$ cat src/rtl/segx_pkg.sv
package segx_pkg;

  typedef enum logic [1:0] {
    FLT_NONE   = 2'd0,
    FLT_LIMIT  = 2'd1,
    FLT_PROT   = 2'd2,
    FLT_ABSENT = 2'd3
  } faultE;

  typedef enum logic [1:0] {
    ACC_READ  = 2'd0,
    ACC_WRITE = 2'd1,
    ACC_FETCH = 2'd2,
    ACC_RSVD  = 2'd3
  } accE;

  // Unpacked view of one 64-bit descriptor
  typedef struct packed {
    logic [31:0] base;
    logic [19:0] limit;
    logic        gran;
    logic        wide;
    logic        rsvd;
    logic        present;
    logic        normal;
    logic [3:0]  kind;
  } segFieldsT;

  // Control to datapath strobes
  typedef struct packed {
    logic  capture;
    faultE faultCode;
  } strobeT;

  localparam int DESC_W = 64;

endpackage

$ cat src/rtl/segx_dpath.sv
module segx_dpath
  import segx_pkg::*;
#(
  parameter int NUM_SEG = 6,
  parameter int SEL_W   = 3
) (
  input  logic                      clk,
  input  logic                      rstN,
  input  logic [SEL_W-1:0]          segSel,
  input  logic [31:0]               offset,
  input  logic [NUM_SEG*DESC_W-1:0] descBank,
  input  strobeT                    strb,
  output segFieldsT                 fields,
  output logic                      selOk,
  output logic                      overLimit,
  output logic                      resValid,
  output logic [31:0]               linearAddr,
  output logic [1:0]                faultCode
);

  localparam int SLOTS = 1 << SEL_W;

  logic [DESC_W-1:0] descArr [SLOTS];
  logic [DESC_W-1:0] curDesc;
  logic [31:0]       effOffset;
  logic [31:0]       effLimit;
  logic [31:0]       sum;

  // Slice the bank into slots; unused slot numbers read as zero
  for (genvar gi = 0; gi < SLOTS; gi++) begin : g_slot
    if (gi < NUM_SEG) begin : g_live
      assign descArr[gi] = descBank[gi*DESC_W +: DESC_W];
    end else begin : g_dead
      assign descArr[gi] = '0;
    end
  end

  assign selOk   = (32'(segSel) < NUM_SEG);
  assign curDesc = descArr[segSel];

  // Field extraction from the scattered layout
  always_comb begin
    fields.base    = {curDesc[63:56], curDesc[39:16]};
    fields.limit   = {curDesc[51:48], curDesc[15:0]};
    fields.gran    = curDesc[55];
    fields.wide    = curDesc[54];
    fields.rsvd    = curDesc[53];
    fields.present = curDesc[47];
    fields.normal  = curDesc[44];
    fields.kind    = curDesc[43:40];
  end

  assign effOffset = fields.wide ? offset : {16'b0, offset[15:0]};
  assign effLimit  = fields.gran ? {fields.limit, 12'hFFF} : {12'b0, fields.limit};
  assign overLimit = (effOffset > effLimit);
  assign sum       = fields.base + effOffset;

  always_ff @(posedge clk) begin
    if (!rstN) begin
      resValid   <= 1'b0;
      faultCode  <= FLT_NONE;
      linearAddr <= '0;
    end else begin
      resValid   <= strb.capture;
      faultCode  <= strb.capture ? strb.faultCode : FLT_NONE;
      linearAddr <= (strb.capture && strb.faultCode == FLT_NONE) ? sum : 32'b0;
    end
  end

endmodule

$ cat src/rtl/segx_ctrl.sv
module segx_ctrl
  import segx_pkg::*;
(
  input  logic      reqValid,
  input  logic [1:0] accType,
  input  segFieldsT fields,
  input  logic      selOk,
  input  logic      overLimit,
  output strobeT    strb
);

  logic isCode;
  logic writable;
  logic rightsBad;

  assign isCode   = fields.kind[3];
  assign writable = fields.kind[1];

  always_comb begin
    unique case (accE'(accType))
      ACC_READ:  rightsBad = 1'b0;
      ACC_WRITE: rightsBad = isCode || !writable;
      ACC_FETCH: rightsBad = !isCode;
      default:   rightsBad = 1'b1;
    endcase
  end

  always_comb begin
    strb.capture = reqValid;
    if (!selOk)
      strb.faultCode = FLT_PROT;
    else if (!fields.present)
      strb.faultCode = FLT_ABSENT;
    else if (!fields.normal || fields.rsvd || rightsBad)
      strb.faultCode = FLT_PROT;
    else if (overLimit)
      strb.faultCode = FLT_LIMIT;
    else
      strb.faultCode = FLT_NONE;
  end

endmodule

$ cat src/rtl/segx_xlate.sv
module segx_xlate
  import segx_pkg::*;
#(
  parameter int NUM_SEG = 6,
  parameter int SEL_W   = 3
) (
  input  logic                      clk,
  input  logic                      rstN,
  input  logic                      reqValid,
  input  logic [SEL_W-1:0]          segSel,
  input  logic [31:0]               offset,
  input  logic [1:0]                accType,
  input  logic [NUM_SEG*DESC_W-1:0] descBank,
  output logic                      resValid,
  output logic [31:0]               linearAddr,
  output logic [1:0]                faultCode
);

  segFieldsT fields;
  strobeT    strb;
  logic      selOk;
  logic      overLimit;

  segx_ctrl ctrl_i (
    .reqValid (reqValid),
    .accType  (accType),
    .fields   (fields),
    .selOk    (selOk),
    .overLimit(overLimit),
    .strb     (strb)
  );

  segx_dpath #(.NUM_SEG(NUM_SEG), .SEL_W(SEL_W)) dpath_i (
    .clk       (clk),
    .rstN      (rstN),
    .segSel    (segSel),
    .offset    (offset),
    .descBank  (descBank),
    .strb      (strb),
    .fields    (fields),
    .selOk     (selOk),
    .overLimit (overLimit),
    .resValid  (resValid),
    .linearAddr(linearAddr),
    .faultCode (faultCode)
  );

endmodule

$ cat config.mk
export PLATFORM = sky130hd
export DESIGN_NAME = segx_xlate
export DESIGN_NICKNAME = d
export VERILOG_FILES = /design/src/rtl/segx_pkg.sv /design/src/rtl/segx_dpath.sv /design/src/rtl/segx_ctrl.sv /design/src/rtl/segx_xlate.sv
export SDC_FILE = /design/constraint.sdc
export NUM_CORES = 1
export LEC_CHECK = 0
export BUFFER_PORTS_ARGS = -buffer_cell sky130_fd_sc_hd__clkbuf_2
export CAP_MARGIN = 25
export CORE_AREA = 2 2 179 181
export CTS_BUF_LIST = sky130_fd_sc_hd__clkbuf_2 sky130_fd_sc_hd__clkbuf_4 sky130_fd_sc_hd__clkbuf_8
export DETAILED_ROUTE_END_ITERATION = 10
export DIE_AREA = 0 0 181 183
export PLACE_DENSITY_LB_ADDON = 0.05
export SLEW_MARGIN = 20
export SYNTH_ARGS = -nofsm -noshare
export SYNTH_HDL_FRONTEND = slang
export SYNTH_SLANG_ARGS = --single-unit
export TNS_END_PERCENT = 10
$ cat constraint.sdc
create_clock -name clk -period 12.1 [get_ports clk]
set_clock_uncertainty 0.15 [all_clocks]
set_input_delay 2.42 -clock clk [delete_from_list [all_inputs] [get_ports clk]]
set_output_delay 2.42 -clock clk [all_outputs]
set_load 0.05 [all_outputs]
# ---- Word-level counts from Yosys, hierarchy flattened
# Index checks and enable logic that the tools add are counted.
dict set report op_classes {
  n_eq_ne 2
  bitwise_logic 1
  addsub 1
  magnitude_cmp 3
  mux 10
  reduce_logical 11
}
# operator n
set ops {}
lappend ops {{$bmux 64 s3} 1}
lappend ops {{$mux 64} 2}
lappend ops {{$mux 32} 2}
lappend ops {{$add 32x32->32} 1}
lappend ops {{$gt 32x32->1} 1}
lappend ops {{$mux 2} 3}
lappend ops {{$ge 4x4->1 const B} 1}
lappend ops {{$logic_not 2->1} 2}
lappend ops {{$not 3->4} 1}
lappend ops {{$reduce_and 2->1} 2}
lappend ops {{$logic_not 1->1} 3}
lappend ops {{$logic_or 1x1->1} 3}
lappend ops {{$lt 3x3->1 const B} 1}
lappend ops {{$pmux 1 s3} 1}
lappend ops {{$eq 2x1->1 const B} 1}
lappend ops {{$eq 2x2->1 const B} 1}
lappend ops {{$logic_and 1x1->1} 1}
lappend ops {{$mux 1} 1}
dict set report word_totals {
  word_cells 31
  regBits 35
  input_bits 424
}

# ---- Logic depth before layout (Yosys ltp)
dict set report logic_depth {
  depth_word 14
  depth_mapped 17
  depth_no_buf 13
}

# ---- Cells and area by module
# A second synthesis with hierarchy kept.
dict set report unflattened {
  hier_cells 739
  area_unflattened_um2 6347.3
}
# module area_each_um2 n_inst seq_area_each_um2 cells_per_inst
set modules_own_cells {}
lappend modules_own_cells {segx_dpath 6289.8 1 700.7 729}
lappend modules_own_cells {segx_ctrl 57.6 1 0.0 10}

# ---- Worst setup path before layout
# No wires, ideal clock.
dict set report synth_path {
  kind {input -> register}
  startpoint {in segSel[0]}
  endpoint {reg dpath_i.linearAddr[30]}
  required_time_ps 11835
  arrival_ps 5746
  stages 16
  setup_slack_ps 6089
  cell_sequence {buf_4 -> buf_4 -> buf_4 -> buf_2 -> mux4_2 -> nand2_1 -> o21ai_0 -> ha_1 -> buf_2 -> a2111oi_0 -> o31ai_1 -> a31o_2 -> o311ai_2 -> a2111oi_2 -> o21a_1 -> o21ba_2}
}
dict set report synth_between {
  elab_chain_len 14
  elab_cells_between_ends 23
}
# item line
set synth_lines {}
lappend synth_lines {{from (decl)} segx_xlate.sv:10} ;# input logic [SEL_W-1:0] segSel,
lappend synth_lines {{branches (longest 14 deep; another with $gt 32x32->1)} n/a}
lappend synth_lines {{to (signal assigned)} segx_dpath.sv:66} ;# linearAddr <= (strb.capture && strb.faultCode == FLT_NONE) ? sum : 32'b0;
lappend synth_lines {{to (decl)} segx_dpath.sv:17} ;# output logic [31:0] linearAddr,
# Parallel ways; which one is timed is not known. The select of a mux whose other input is x is not followed.
# A chain may end at the register's enable or synchronous reset.

# ---- Worst setup path in the final report
dict set report layout_path {
  startpoint {in segSel[0]}
  endpoint {reg dpath_i.linearAddr[23]}
}
# Same word-level chain as after synthesis.

==> out/qor.csv <==
metric,value,unit
layout cells sized above 1,45.16,%
DRC violations left,0,
ys flop type,dfxtp_1,
Area after DPL,8911,um^2
Mean Syn Cell Area,8.449,um^2
Final period util,58.15,%
status,completed,
initial antenna violation count,7,
Crit. End Element,register,
ys async rst share,0,%
first-pass GRT wire length,48570,um
"commonest non-fill, non-tap cells in the layout","clkbuf_2 (426), nand2_1 (96), o21ai_0 (70)",
Max clock buf depth,2,
"Reg clk slew, reported paths",0.09,ns
crit path launch type,input port,
Rel. slew slack,41.82,%
Post-Synthesis Cells,761,
worst-path maximum fanout,52,
Net Sw Power,256.5,uW
number of synthesized flops with an enable pin,0,
cts repair resizes,0,
Die Height,183,um
Post-DRT Antenna Nets,0,
Post-CTS Setup Bufs,0,
Die ar.,33120,um^2
min-delay src,segSel[2],
synth unique cells,65,
Fin Setup TNS,0,ns
number of I/O port buffers,428,
Worst-Margin Slew,0.8728,ns
clk sinks,35,
H-tree level count,2,
I/O pin total,459,
Hold Buf Count CTS,0,
final slew viol count,0,
Hold Path Stages,2,
Via density,4.767,
dpl hpwl,29500,um
CORE AREA,31230,um^2
synthesized area,6430,um^2
post-route cell area,9006,um^2
fmax,142.1,MHz
share of the yosys chip area belonging to registers,10.90,%
Yosys warning count,0,
Leak Pwr,4.521,nW
required time worst endpoint,12.17,ns
Power Density,65.36,nW/um^2
Peak supply drop,0.00003438,V
largest net degree at the start of global routing,65,
final net count,1644,
CTS buffer count,5,
Clk pwr share,16.3,%
hold slack final,2.213,ns
Hold Path Sink,dpath_i.faultCode[0],
Hold Crit Class,input port to register,
fin cells,1561,
Setup Viol. Count Final,0,
Yosys reg bits,35,
Fin. Hold Viols,0,
placer congestion estimate,0.8291,
RSZ-0062 raised after global routing,false,
area grow syn2layout,40.07,%
CTS tree,done,
sw frac,43.57,%
max cap viols,0,
CTS Root Cell,clkbuf_8,
Initial Util,20.59,%
crit path time final,7.036,ns
critical path class,input port to register,
drt initial violations,340,
placed insts,1551,
combinational power share,63.8,%
Die X,181,um
"Net Count, Synth",1249,
drt total wl,33300,um
sequential share of power,19.9,%
Congestion Overflow GR,0,
site row count,65,
vias post-DR,7442,
Critical Path AT,7.10,ns
DR WL/cell,21.33,um
Int Pwr,332.2,uW
gr usage total,19.61,%
vias in the first global route,7836,
"commonest non-fill, non-tap cell in the layout",clkbuf_2,
DRT Pass-1 Iters,4,
## power by group through the flow
stage	combinational (mW)	sequential, mW	clock (mW)
floorplan	0.231	0.126	0
global placement	0.379	0.120	0
detailed placement	0.379	0.120	0
CTS	0.380	0.117	0.103
global route	0.418	0.117	0.107
finish	0.375	0.117	0.0962
## final cells by class
| class | instances | area (um^2) |
|---|---|---|
| clock inverters | 1 | 5.005 |
| fillers | 3545 | 22220 |
| inverters | 24 | 90.09 |
| repair buffers | 434 | 2193 |
| flip-flops and latches | 35 | 700.7 |
| well taps | 402 | 503.0 |
| clock buffers | 6 | 82.58 |
| diodes | 3 | 7.507 |
| multi-input cells | 656 | 5424 |
## registers in the layout (all words and copies together), names as in the netlist
register            flops
dpath_i.faultCode       2
dpath_i.linearAddr     32
dpath_i.resValid        1
## how the worst max path moves through the flow
| stage | start | end | slack [ns] |
|---|---|---|---|
| after floorplan | segSel[0] | dpath_i.linearAddr[30] | 6.09 |
| after global placement | segSel[0] | dpath_i.linearAddr[23] | 4.54 |
| after detailed placement | segSel[0] | dpath_i.linearAddr[23] | 4.55 |
| after CTS | segSel[0] | dpath_i.linearAddr[23] | 4.89 |
| after global routing | segSel[0] | dpath_i.linearAddr[23] | 4.57 |
| final | segSel[0] | dpath_i.linearAddr[23] | 5.06 |
## synth_stat cells, types with 3 or more instances
cell type | n | area share, %
a2111oi_0 | 3 | 0.41
a2111oi_2 | 3 | 0.70
a211oi_1 | 6 | 0.70
a21boi_0 | 3 | 0.35
a21o_1 | 22 | 2.6
a21oi_1 | 47 | 3.7
a221oi_1 | 6 | 0.82
a31oi_1 | 6 | 0.58
and2_1 | 4 | 0.39
and3_1 | 5 | 0.49
buf_2 | 12 | 0.93
buf_4 | 7 | 0.82
clkbuf_1 | 24 | 1.4
dfxtp_1 | 35 | 11
ha_1 | 63 | 12
inv_1 | 24 | 1.4
mux2i_1 | 67 | 10
mux4_2 | 56 | 20
nand2_1 | 96 | 5.6
nand2b_1 | 7 | 0.68
nand3_1 | 15 | 1.2
nand3b_1 | 3 | 0.35
nand4_1 | 11 | 1.1
nor2_1 | 53 | 3.1
nor2b_1 | 21 | 2.0
nor3_1 | 13 | 1.0
nor3_2 | 6 | 0.93
nor3b_1 | 3 | 0.35
nor4_1 | 3 | 0.29
o211ai_1 | 4 | 0.47
o21a_1 | 4 | 0.47
o21ai_0 | 70 | 5.4
o21bai_1 | 5 | 0.58
xnor2_1 | 13 | 1.8
xor2_1 | 5 | 0.68
## cell families after synthesis
family          after synthesis  share of synthesized area, %
mux                         123                         30.04
flops                        35                         10.90
buf+inv                      70                         4.845
compound gates              200                         20.22
xor+xnor                     18                         2.452
simple gates                251                         18.97
fa+ha+maj                    64                         12.57
## routing by layer
layer | GRT usage [%] | part of all wire [%] | up-vias
met2 | 34.17 | 49 | 247
met3 | 3.554 | 5.5 | 33
met4 | 4.520 | 1.8 | 4
li1 | - | - | 3680
met1 | 25.22 | 44 | 3478
met5 | 0 | 0.060 | -
## critical path: stages
cell and delay [ns]:
buf_6 0.45, buf_4 0.70, mux2i_1 0.24, o21ai_2 0.15
buf_4 0.34, nand2_1 0.15, ha_1 0.34, nand4_1 0.17
nor4_1 0.40, nand2_1 0.13, or4_1 0.55, o211ai_2 0.16
nand3_4 0.42, a2111oi_2 0.40
## through the flow
stage                     setup slack, ns  total power [mW]  util (%)
after floorplan                     6.089            0.3571         -
after global placement              4.539            0.4990     28.53
after detailed placement            4.550            0.4985     28.53
after CTS                           4.892            0.5995     28.81
after global routing                4.573            0.6431     28.84
final                               5.064            0.5887     28.84
Power figures use the tool's default switching activity.
